===== src/rtl/rtc_ser_pkg.sv =====
package rtc_ser_pkg;
  localparam int FRAME_BITS_D = 52;  // full calendar frame
  localparam int FLAG_POS_D   = 7;   // supply-fail flag in seconds byte
  localparam int TEST_POS_D   = 43;  // test bit in month byte
  localparam int CLEAR_MIN_D  = 48;  // read length that clears the flag
  localparam int SYNC_D       = 2;   // synchronizer depth
endpackage


===== src/rtl/rtc_ser_sync.sv =====
module rtc_ser_sync #(
  parameter int W      = 4,
  parameter int STAGES = 2
) (
  input  logic         clk,
  input  logic         rst,
  input  logic [W-1:0] d_i,
  output logic [W-1:0] q_o
);
  logic [W-1:0] stage_q [STAGES];

  for (genvar g = 0; g < STAGES; g++) begin : g_stage
    if (g == 0) begin : g_first
      always_ff @(posedge clk) begin
        if (rst) stage_q[g] <= '0;
        else     stage_q[g] <= d_i;
      end
    end else begin : g_next
      always_ff @(posedge clk) begin
        if (rst) stage_q[g] <= '0;
        else     stage_q[g] <= stage_q[g-1];
      end
    end
  end

  assign q_o = stage_q[STAGES-1];
endmodule


===== src/rtl/rtc_ser_shift.sv =====
module rtc_ser_shift #(
  parameter int FB    = 52,
  parameter int CNT_W = $clog2(FB + 1)
) (
  input  logic             clk,
  input  logic             rst,
  input  logic             ce_s,
  input  logic             sclk_s,
  input  logic             wr_s,
  input  logic             din_s,
  input  logic [FB-1:0]    snap_i,
  output logic             fall_o,
  output logic             ce_rise_o,
  output logic             step_o,
  output logic [CNT_W-1:0] cnt_o,
  output logic             started_o,
  output logic             mode_wr_o,
  output logic             dout_o,
  output logic             oe_o,
  output logic             commit_o,
  output logic [FB-1:0]    word_o
);
  logic          sclk_d, ce_d;
  logic [FB-1:0] sr;
  logic          rise, fall_c, more, last, cur_wr;

  assign rise   = ce_s & sclk_s & ~sclk_d;
  assign fall_c = ce_s & ~sclk_s & sclk_d;
  assign more   = cnt_o < CNT_W'(FB);
  assign last   = cnt_o == CNT_W'(FB - 1);
  assign cur_wr = started_o ? mode_wr_o : wr_s;

  always_ff @(posedge clk) begin
    if (rst) begin
      sclk_d    <= 1'b0;
      ce_d      <= 1'b0;
      fall_o    <= 1'b0;
      ce_rise_o <= 1'b0;
      step_o    <= 1'b0;
      commit_o  <= 1'b0;
      cnt_o     <= '0;
      started_o <= 1'b0;
      mode_wr_o <= 1'b0;
      oe_o      <= 1'b0;
      dout_o    <= 1'b0;
    end else begin
      sclk_d    <= sclk_s;
      ce_d      <= ce_s;
      fall_o    <= fall_c;
      ce_rise_o <= ce_s & ~ce_d;
      step_o    <= 1'b0;
      commit_o  <= 1'b0;
      if (!ce_s) begin
        cnt_o     <= '0;
        started_o <= 1'b0;
        mode_wr_o <= 1'b0;
        oe_o      <= 1'b0;
        dout_o    <= 1'b0;
      end else begin
        oe_o <= ~cur_wr;
        if (rise && more) begin
          cnt_o  <= cnt_o + 1'b1;
          step_o <= 1'b1;
          if (!started_o) begin
            started_o <= 1'b1;
            mode_wr_o <= wr_s;
          end
          if (cur_wr) commit_o <= last;
          else        dout_o   <= started_o ? sr[0] : snap_i[0];
        end
      end
    end
  end

  // datapath registers carry no reset
  always_ff @(posedge clk) begin
    if (ce_s && rise && more) begin
      if (cur_wr) begin
        sr <= {din_s, sr[FB-1:1]};
        if (last) word_o <= {din_s, sr[FB-1:1]};
      end else begin
        sr <= started_o ? (sr >> 1) : (snap_i >> 1);
      end
    end
  end
endmodule


===== src/rtl/rtc_ser_status.sv =====
module rtc_ser_status #(
  parameter int FB        = 52,
  parameter int CNT_W     = $clog2(FB + 1),
  parameter int FLAG_POS  = 7,
  parameter int TEST_POS  = 43,
  parameter int CLEAR_MIN = 48
) (
  input  logic             clk,
  input  logic             rst,
  input  logic             ce_s,
  input  logic             fall_i,
  input  logic             ce_rise_i,
  input  logic             step_i,
  input  logic [CNT_W-1:0] cnt_i,
  input  logic             started_i,
  input  logic             mode_wr_i,
  input  logic             commit_i,
  input  logic [FB-1:0]    word_i,
  input  logic             det_i,
  output logic             freeze_o,
  output logic             div_rst_o,
  output logic             flag_o,
  output logic             test_o,
  output logic             load_o,
  output logic [FB-1:0]    load_data_o
);
  always_ff @(posedge clk) begin
    if (rst) begin
      freeze_o  <= 1'b0;
      div_rst_o <= 1'b0;
      flag_o    <= 1'b0;
      test_o    <= 1'b0;
      load_o    <= 1'b0;
    end else begin
      load_o    <= commit_i;
      div_rst_o <= ce_s & started_i & mode_wr_i & (cnt_i == CNT_W'(1));

      if (ce_rise_i)                               freeze_o <= 1'b0;
      else if (fall_i && started_i && mode_wr_i)   freeze_o <= 1'b1;

      if (det_i)         flag_o <= 1'b1;
      else if (commit_i) flag_o <= word_i[FLAG_POS];
      else if (step_i && !mode_wr_i && cnt_i == CNT_W'(CLEAR_MIN))
                         flag_o <= 1'b0;

      if (!ce_s)         test_o <= 1'b0;
      else if (commit_i) test_o <= word_i[TEST_POS];
    end
  end

  always_ff @(posedge clk) begin
    if (commit_i) load_data_o <= word_i;
  end
endmodule


===== src/rtl/rtc_serial_port.sv =====
module rtc_serial_port #(
  parameter int FRAME_BITS  = rtc_ser_pkg::FRAME_BITS_D,
  parameter int FLAG_POS    = rtc_ser_pkg::FLAG_POS_D,
  parameter int TEST_POS    = rtc_ser_pkg::TEST_POS_D,
  parameter int CLEAR_MIN   = rtc_ser_pkg::CLEAR_MIN_D,
  parameter int SYNC_STAGES = rtc_ser_pkg::SYNC_D
) (
  input  logic                  clk,
  input  logic                  rst,
  input  logic                  ce_i,
  input  logic                  wr_i,
  input  logic                  sclk_i,
  input  logic                  sdata_i,
  output logic                  sdata_o,
  output logic                  sdata_oe_o,
  input  logic [FRAME_BITS-1:0] time_i,
  input  logic                  det_i,
  output logic                  freeze_o,
  output logic                  div_rst_o,
  output logic                  load_o,
  output logic [FRAME_BITS-1:0] load_data_o,
  output logic                  fail_flag_o,
  output logic                  test_o
);
  localparam int CNT_W = $clog2(FRAME_BITS + 1);

  logic                  ce_s, sclk_s, wr_s, din_s;
  logic                  fall, ce_rise, step, started, mode_wr, commit;
  logic [CNT_W-1:0]      cnt;
  logic [FRAME_BITS-1:0] word, snap;

  rtc_ser_sync #(.W(4), .STAGES(SYNC_STAGES)) i_sync (
    .clk (clk),
    .rst (rst),
    .d_i ({ce_i, sclk_i, wr_i, sdata_i}),
    .q_o ({ce_s, sclk_s, wr_s, din_s})
  );

  always_comb begin
    snap           = time_i;
    snap[FLAG_POS] = fail_flag_o;
    snap[TEST_POS] = test_o;
  end

  rtc_ser_shift #(.FB(FRAME_BITS), .CNT_W(CNT_W)) i_shift (
    .clk       (clk),
    .rst       (rst),
    .ce_s      (ce_s),
    .sclk_s    (sclk_s),
    .wr_s      (wr_s),
    .din_s     (din_s),
    .snap_i    (snap),
    .fall_o    (fall),
    .ce_rise_o (ce_rise),
    .step_o    (step),
    .cnt_o     (cnt),
    .started_o (started),
    .mode_wr_o (mode_wr),
    .dout_o    (sdata_o),
    .oe_o      (sdata_oe_o),
    .commit_o  (commit),
    .word_o    (word)
  );

  rtc_ser_status #(
    .FB(FRAME_BITS), .CNT_W(CNT_W), .FLAG_POS(FLAG_POS),
    .TEST_POS(TEST_POS), .CLEAR_MIN(CLEAR_MIN)
  ) i_status (
    .clk         (clk),
    .rst         (rst),
    .ce_s        (ce_s),
    .fall_i      (fall),
    .ce_rise_i   (ce_rise),
    .step_i      (step),
    .cnt_i       (cnt),
    .started_i   (started),
    .mode_wr_i   (mode_wr),
    .commit_i    (commit),
    .word_i      (word),
    .det_i       (det_i),
    .freeze_o    (freeze_o),
    .div_rst_o   (div_rst_o),
    .flag_o      (fail_flag_o),
    .test_o      (test_o),
    .load_o      (load_o),
    .load_data_o (load_data_o)
  );
endmodule


===== config.mk =====
export PLATFORM = sky130hd
export DESIGN_NAME = rtc_serial_port
export DESIGN_NICKNAME = d
export VERILOG_FILES = /design/src/rtl/rtc_ser_pkg.sv /design/src/rtl/rtc_ser_sync.sv /design/src/rtl/rtc_ser_shift.sv /design/src/rtl/rtc_ser_status.sv /design/src/rtl/rtc_serial_port.sv
export SDC_FILE = /design/constraint.sdc
export NUM_CORES = 1
export LEC_CHECK = 0
export BUFFER_PORTS_ARGS = -buffer_cell sky130_fd_sc_hd__buf_2
export CORE_UTILIZATION = 38
export DETAILED_ROUTE_END_ITERATION = 10
export GPL_TIMING_DRIVEN = 0
export PLACE_DENSITY = 0.55
export SYNTH_ARGS = -nofsm -noshare
export SYNTH_HDL_FRONTEND = slang
export SYNTH_SLANG_ARGS = --single-unit

===== constraint.sdc =====
create_clock -name clk -period 11.35 [get_ports clk]
set_clock_uncertainty 0.05 [all_clocks]
set_input_delay 0.5675 -clock clk [delete_from_list [all_inputs] [get_ports clk]]
set_output_delay 0.5675 -clock clk [all_outputs]
set_load 0.005 [all_outputs]

==> impl_summary.md, run 1 <==
Pwr
The ratio of total power to cell area is between 150 and 200 nW/um2. Of the total power, registers draw 0.566. Of the total power, the share spent switching nets is 0.1901. The share of power burned in the clock network is 0.409. In this run the power spent charging and discharging nets is about 0.25 mW. VDD sags by at most between 0.09 and 0.1 mV.

The combinational power share is 0.025. The internal power is approximately 1.1 mW. The static leakage is roughly 2.8 nW.

Setup path
On the worst path, the slowest cell contributes a delay of 0.90 ns. The capturing element type of the critical path is a flip-flop. On the critical path, the stage with the largest delay is an instance of nor3_2. The worst setup path is launched from a flip-flop. Walking the worst path, the cells encountered are nand3b_1, nor3_2, buf_6, buf_6. The kind of critical path is reg -> reg. Data on the critical path is required at its endpoint by 11.42 ns. At the worst endpoint, the arrival time is 2.49 ns.

In this run the worst path has a maximum fanout of 14. Grouping stages by cell kind, the critical path spends the most delay in simple AND/OR/NAND/NOR gates. The cell that appears most often on the critical path is buf_6. The combined buffer and inverter count along the critical path is 2.

Yosys
The register bit total from synthesis is ~190. The number of cells produced by synthesis is between 300 and 400. The share of async-settable or async-resettable flops after synthesis is 0. The most used flip-flop cell after synthesis is edfxtp_1. The mean instance size in the synthesized netlist is about 20 um2.

The net count after synthesis is around 380. The part of the Yosys area used for sequential elements is 0.8256. The number of distinct library cells after synthesis is 37. The synthesized design contains ~160 enable-type register cells. The number of warnings printed during yosys synthesis is 0. The netlist area before placement is ~6400 um2.

Floorplan
The area of the core is 16120 um2. The number of ports placed on the die boundary is roughly 120. The total die area is about 17000 um2.

The site row count is 46. The initial standard-cell utilization of the core is 0.3957. The vertical die dimension is 131.5 um. The die span in x is 131.5 um.

GRT
Global routing finished with a remaining overflow of 0. The global-route wire length before repair is ~17 mm. The number of antenna violations at the first check in global routing was 1. Entering global routing, the biggest net connects 31 pins. The number of global-route vias before repair was around 3300.

For this run, the total global-route usage over all layers was measured as 0.1274.

Routing
The first-pass iteration count of the detailed router is 4. The count of routing violations after the opening detailed-route iteration is approximately 240. In the final routed layout, each cell accounts on average for approximately 15 um. The final route contains 3150 vias.

In the routed design, unresolved DRC markers number 0. The post-detailed-route count of antenna-violating nets is 0. The wire length reported by the detailed router is about 11 mm. The ratio of routed vias to standard cells is ~4.6.

Cells and area
The growth of design area from synthesis to finish is 23.27%. Summing all non-filler instances in the final layout gives an area of between 7000 and 8000 um2. The number of nets in the layout is between 500 and 600. Of the cells placed in the final design, the portion with a size suffix greater than 1 is 0.4480. Fill cells in the final layout number 1417.

Min path
The worst hold-check path type is in -> reg.

Clock network
The number of gates resized after cts is 0. TritonCTS created 17 clock buffers. The clock-pin transition on the worst setup and hold timing paths is about 0.06 ns. The worst-case clock buffer depth is 2. In this run, post-CTS hold repair placed 0 buffers. The buffers inserted during post-CTS setup optimization is 0.

TritonCTS built the clock tree. The total number of H-tree levels is 4. The source-to-sink clock delay at the later pin of the worst-skew pair is a little over 0.4 ns. The root buffer cell is clkbuf_16.

Clock tree synthesis found a total of roughly 190 sinks.

STA
The number of failing hold endpoints at the final stage came to 0. Setup repair after global routing left no endpoint under its margin. The maximum clock frequency is 0.4120 GHz. Setup total negative slack on the finished layout was measured at 0 ns. At the pin with the least slew margin, the transition time is 0.9414 ns. The final critical delay including setup and external delays is about 2.4 ns.

The final number of setup-violating endpoints is 0. The max-slew violation total from the final report was 0. In this run the tightest slew margin relative to its limit is 0.3690. The post-route fraction of the period consumed by the critical path is 0.2139.

Status
The flow ran to the end, and the final reports show no timing, DRC or antenna violations.

Placed design
The wire-length estimate of the detail-placed layout is roughly 7.2 mm. The area after detailed placement is ~7300 um2. Routability-driven placement finished with a final weighted congestion of 0.7233. Port buffering added around 120 buffers.

Flow run
Across the run, the number of max-cap violations was 0.
==> sequential cells by signal (all words and copies together), names as in the netlist, 6 cells and up <==
| register | cells |
|---|---|
| i_shift.cnt_o | 6 |
| i_status.load_data_o | 52 |
| i_shift.sr | 52 |
| i_sync.stage_q | 8 |
| i_shift.word_o | 52 |
==> path summary, 6_finish.rpt <==
kind	to	depth (start not counted)	start	slack (ns)
worst max-delay path	i_shift.word_o[31]	4	i_shift.sclk_d	8.92
worst min register to register	i_shift.ce_rise_o	1	i_shift.ce_d	0.33
worst max register to register	i_shift.word_o[31]	4	i_shift.sclk_d	8.92
worst min-delay path	i_status.load_o	2	rst	0.31
==> metal layers <==
layer  global-route usage  up-vias  wire length [um]
met5                    0        -                 0
met4              0.08075        0               265
met3              0.03279       15               512
met2               0.2066       87              5114
met1               0.1509     1524              4734
li1                     -     1524                 -
==> metrics by stage <==
| stage | utilization | power (mW) | setup slack [ns] | cells | hold slack [ns] |
|---|---|---|---|---|---|
| floorplan | - | 0.7674 | 6.469 | 319 | 0.3182 |
| global placement | 0.4482 | 0.7810 | 4.364 | 650 | 0.3249 |
| detailed placement | 0.4554 | 0.7820 | 8.934 | 657 | 0.3214 |
| CTS | 0.4875 | 1.314 | 8.897 | 687 | 0.2897 |
| global route | 0.4875 | 1.340 | 8.750 | 687 | 0.3078 |
| finish | 0.4878 | 1.298 | 8.923 | 689 | 0.3069 |
==> power groups by stage <==
stage	Clock, mW	Sequential, mW	Combinational [mW]
final	0.531	0.735	0.0321
after global routing	0.570	0.735	0.0352
after CTS	0.546	0.735	0.0328
after detailed placement	0	0.749	0.0326
after global placement	0	0.750	0.0314
after floorplan	0	0.749	0.0183
==> layout make-up <==
type,count,area (um2),area share
Antenna cell,2,5.005,0.0006366
Multi-Input combinational cell,120,1057,0.1345
Clock inverter,9,77.57,0.009868
Sequential cell,185,5266,0.6699
Inverter,4,15.01,0.001910
Tap cell,216,270.3,0.03438
Timing Repair Buffer,122,676.9,0.08611
Buffer,10,52.55,0.006685
Clock buffer,21,440.4,0.05602
==> cells in the final DEF, fill, tap and decap left out, drive strengths merged, types with 2 or more instances in the layout <==
master    synthesis  routed
a211oi            3       3
edfxtp          156     156
o21ai             2       2
nor3              3       3
diode             0       2
clkbuf            3      24
and3              2       2
mux2             52      52
ha                3       3
mux2i             3       3
buf               7     129
nor2b            11      11
clkinvlp          0       3
nand3             4       4
nor2              7       7
nand2b            3       3
inv               4       5
dfxtp            29      29
clkinv            0       4
a21oi             6       6
nand2             2       2
a31oi             2       2
==> cell usage after synthesis, types with 3 or more instances <==
cell        n  share of area
edfxtp_1  156           0.73
mux2_2     52          0.092
dfxtp_1    29          0.091
nor2b_1    11          0.011
nor2_1      7         0.0041
a21oi_1     6         0.0047
buf_2       6         0.0047
inv_1       4         0.0024
nand3_1     4         0.0031
a211oi_1    3         0.0035
clkbuf_1    3         0.0018
ha_1        3         0.0059
mux2i_1     3         0.0047
nand2b_1    3         0.0029
nor3_1      3         0.0024
==> logic make-up after synthesis <==
family | Yosys count | share of synthesized area
compound gates | 21 | 0.02374
fa+ha+maj | 3 | 0.005886
simple gates | 41 | 0.03767
flops | 185 | 0.8256
mux | 55 | 0.09653
buf+inv | 14 | 0.01059
(Power assumes the default switching activity.)
==> run 2: changes to the inputs <==
ABC_AREA = 1   (was not set)
clock period = 2.5 ns   (was 11.35 ns; I/O delays follow)
==> impl_summary.md, run 2 <==
Status
Run status: finished clean (unchanged).

Pwr
The static leakage is 3.341 nW (was 2.810 nW). The ratio of total power to cell area is 708.3 nW/um2 (was 165.1 nW/um2). The share of power burned in registers is 0.545 (was 0.566). The net switching component of the power is 1.250 mW (was 0.2467 mW). The largest vdd supply drop was 0.4511 mV (was 0.09143 mV).

The switching portion of total power is 0.2041 (was 0.1901). The combinational power share was 0.038 (was 0.025). The internal power was 4.872 mW (was 1.051 mW). The share of power burned in the clock network is 0.417 (was 0.409).

Floorplan
The number of ports placed on the die boundary is 118 (unchanged). The area of the core was 16700 um2 (was 16120 um2). The vertical die dimension came to 133.0 um (was 131.5 um). The initial standard-cell utilization of the core is 0.3907 (was 0.3957). The site row count is 47 (was 46). The die span in x is 133.0 um (was 131.5 um).

The total die area is 17700 um2 (was 17300 um2).

Yosys
The net count after synthesis is 532 (was 381). The netlist area before placement is 6525 um2 (was 6377 um2). The part of the Yosys area used for sequential elements came to 0.8069 (was 0.8256). The main combinational cell family by area after synthesis was simple AND/OR/NAND/NOR gates (was multiplexers). Leading post-synthesis cells by cell area: edfxtp_1 (72%), dfxtp_1 (8.9%), nand2_1 (7.4%) (was edfxtp_1 (73%), mux2_2 (9.2%), dfxtp_1 (9.1%)). The register bit total from synthesis is 185 (unchanged).

The fraction of the mapped netlist area in simple logic gates is 0.1427 (was 0.03767). The most frequently used cell type in the post-synthesis netlist is edfxtp_1 (unchanged). The cell taking the most area after synthesis is edfxtp_1 (unchanged). The compound-gate portion of the synthesized area came to 0.01323 (was 0.02374).

The count of flip-flops with a built-in enable after synthesis is 156 (unchanged). The share of the synthesized area in the top cell type was 0.7179 (was 0.7345). The XOR/XNOR share of the synthesized area is 0.001342 (was 0). The most used flip-flop cell after synthesis is edfxtp_1 (unchanged). The mean instance size in the synthesized netlist is 13.88 um2 (was 19.99 um2). The area share of fa/ha/maj cells after synthesis is 0.005753 (was 0.005886). Leading post-synthesis cells by instance count: edfxtp_1 (156), nand2_1 (128), nand3_1 (57), dfxtp_1 (29), nor2_1 (25) (was edfxtp_1 (156), mux2_2 (52), dfxtp_1 (29), nor2b_1 (11), nor2_1 (7)).

The number of distinct library cells after synthesis came to 27 (was 37). The fraction of synthesized area in multiplexers was 0 (was 0.09653). The share of async-settable or async-resettable flops after synthesis was 0 (unchanged). The number of warnings printed during yosys synthesis is 0 (unchanged). The number of cells produced by synthesis came to 470 (was 319).

Setup path
List of cells traversed by the critical path: nor2_4, nor2_2, nor2_4, nand2_2, nor2_4, buf_16, buf_16 (was nand3b_1, nor3_2, buf_6, buf_6). The dominant cell type by count on the critical path is nor2_4 (was buf_6). The endpoint of the lowest-slack register-to-register path is i_shift.word_o[17] (was i_shift.word_o[31]). The arrival time of data at the critical path endpoint is 2.18 ns (was 2.49 ns). The startpoint type of the worst setup path is a flip-flop (unchanged).

The worst-path maximum fanout is 24 (was 14). The capturing element type of the critical path is a flip-flop (unchanged). The maximum single-stage delay on the critical path is 0.42 ns (was 0.90 ns). The number of cell instances on the worst register-to-register path is 7 (was 4). The slack of the worst reg-to-reg path is 0.40 ns (was 8.92 ns).

The kind of critical path was reg -> reg (unchanged). The launch point of the worst reg-to-reg path is i_shift.cnt_o[3] (was i_shift.sclk_d). The required time of the critical path came to 2.58 ns (was 11.42 ns).

The highest-delay cell along the critical path was nor2_4 (was nor3_2).

GRT
The number of global-route vias before repair came to 3904 (was 3256). The global-route usage over all layers is 0.1499 (was 0.1274). The global-route wire length before repair is 20.13 mm (was 16.76 mm).

The largest net degree at the start of global routing is 39 (was 31). The number of antenna violations at the first check in global routing is 0 (was 1). The aggregate global routing overflow was 0 (unchanged).

STA
The post-layout worst setup margin was 0.4012 ns (was 8.923 ns). RSZ-0062 raised after global routing: no (unchanged). The number of failing hold endpoints at the final stage is 0 (unchanged). The worst-case headroom to the max-slew limit was 0.6461 (was 0.3690). The final critical delay including setup and external delays came to 2.099 ns (was 2.427 ns). The worst-margin pin slew is 0.5309 ns (was 0.9414 ns).

The post-route fraction of the period consumed by the critical path came to 0.8395 (was 0.2139). The max-slew violation total from the final report is 0 (unchanged). The maximum clock frequency is 0.4765 GHz (was 0.4120 GHz). The final number of setup-violating endpoints is 0 (unchanged).

Clock network
The number of buffers added by the clock tree synthesis step is 17 (unchanged). The number of gates resized after cts came to 0 (unchanged). The clock tree from TritonCTS is built (unchanged). The number of clock sinks seen by CTS is 185 (unchanged).

The total number of H-tree levels was 4 (unchanged). The root buffer cell is clkbuf_16 (unchanged). The clock-pin transition on the worst setup and hold timing paths was 0.07 ns (was 0.06 ns).

The worst-case clock buffer depth is 2 (unchanged). The source-to-sink clock delay at the later pin of the worst-skew pair was 0.43 ns (was 0.41 ns).

Placed design
The setup slack after placement is 0.006048 ns (was 8.934 ns). The HPWL reported at the end of detailed placement came to 8.258 mm (was 7.152 mm). The final RePlAce weighted congestion was 0.8362 (was 0.7233). The count of port buffers added during placement is 115 (unchanged).

Min path
The worst hold-check path type is in -> reg (unchanged). The cell depth of the worst min-delay path is 6 (was 2). The worst min-delay path startpoint was time_i[0] (was rst). The hold path endpoint is i_shift.dout_o (was i_status.load_o).

Cells and area
Leading cell types in the layout, fill and taps excluded: edfxtp_1 (156), nand2_1 (127), buf_2 (121) (was edfxtp_1 (156), buf_2 (121), mux2_2 (52)). The final antenna diode count is 0 (was 2). The number of nets in the layout was 727 (was 522). The most common library cell in the layout ignoring fill and taps is edfxtp_1 (unchanged). The growth of design area from synthesis to finish is 32.46% (was 23.27%).

Biggest registers after layout: i_shift.sr (52), i_shift.word_o (52), i_status.load_data_o (52) (unchanged). The final cell utilization of the core is 0.5175 (was 0.4878). The ratio of cells with drive above 1 in the final layout was 0.2566 (was 0.4480).

Routing
The first-pass iteration count of the detailed router is 4 (unchanged). The post-detailed-route count of antenna-violating nets is 0 (unchanged). The count of routing violations after the opening detailed-route iteration is 220 (was 242). The ratio of routed vias to standard cells is 4.474 (was 4.572). The per-cell routed wire length was 13.86 um (was 15.42 um). The count of vias placed by the detailed router is 4018 (was 3150). The wire length reported by the detailed router is 12.44 mm (was 10.63 mm). The DRC violation count after routing is 0 (unchanged).

Flow run
The number of maximum-capacitance constraint violations is 0 (unchanged).
-- run 2: cell type report --
type | count | area [um2]
well taps | 220 | 275.3
fillers | 1492 | 8058
clock inverters | 13 | 118.9
plain buffers | 18 | 101.3
flip-flops and latches | 185 | 5266
inverters | 27 | 101.3
repair buffers | 176 | 1256
multi-input cells | 240 | 1081
clock buffers | 19 | 442.9
-- run 2: routing by layer --
| layer | share of wire | GRT usage |
|---|---|---|
| met3 | 0.037 | 0.03831 |
| met2 | 0.48 | 0.2353 |
| met5 | 0 | 0 |
| met4 | 0.020 | 0.06450 |
| met1 | 0.46 | 0.1972 |
-- run 2: logic make-up after synthesis --
kind of cell / after synthesis
xor gates and xnor gates: 1
and+or+nand+nor: 220
AOI/OAI and AO/OA: 16
DFF: 185
buffers and inverters: 45
adders and majority gates: 3
-- run 2: what timing repair did --
action / 4_1_cts / 5_1_grt
hold endpoints to repair: 56 / 0
setup buffers: 0 / 1
pin swaps: 1 / 1
hold buffers: 55 / 0
endpoints found under the setup margin: 14 / 24
-- run 2: worst max-delay path by stage --
| stage | start | end | slack, ns | cells after the start |
|---|---|---|---|---|
| after floorplan | i_shift.cnt_o[2] | i_shift.word_o[0] | -0.45 | 6 |
| after global placement | i_shift.cnt_o[3] | i_shift.word_o[26] | -1.40 | 5 |
| after detailed placement | i_shift.cnt_o[3] | i_shift.word_o[26] | 0.006 | 7 |
| after CTS | i_shift.cnt_o[3] | i_shift.word_o[18] | 0.02 | 7 |
| after global routing | i_shift.cnt_o[3] | i_shift.word_o[25] | 0.27 | 7 |
| final | i_shift.cnt_o[3] | i_shift.word_o[17] | 0.40 | 7 |
-- run 2: power groups by stage --
| stage | Sequential (mW) | Combinational, mW | Clock, mW |
|---|---|---|---|
| after floorplan | 3.40 | 0.0920 | 0 |
| after global placement | 3.40 | 0.164 | 0 |
| after global routing | 3.34 | 0.264 | 2.73 |
| after CTS | 3.34 | 0.236 | 2.60 |
| after detailed placement | 3.40 | 0.169 | 0 |
| final | 3.34 | 0.234 | 2.55 |
-- run 2: through the flow --
stage / hold WS, ns / setup TNS (ns) / instances / instance area [um2] / power [mW]
after floorplan: 0.1441 / -23.30 / 470 / 6549 / 3.495
after global placement: 0.2763 / -78.33 / 805 / 7400 / 3.569
after detailed placement: 0.2796 / 0 / 810 / 7523 / 3.574
after CTS: 0.1272 / 0 / 897 / 8636 / 6.178
after global routing: 0.1683 / 0 / 898 / 8643 / 6.329
final: 0.1337 / 0 / 898 / 8643 / 6.122
-- run 2: worst max-delay path, delay by kind of cell (launching register included) --
kind	cells	cell delay (ns)
buf+inv	2	0.35
flops	1	0.39
simple gates	5	0.99
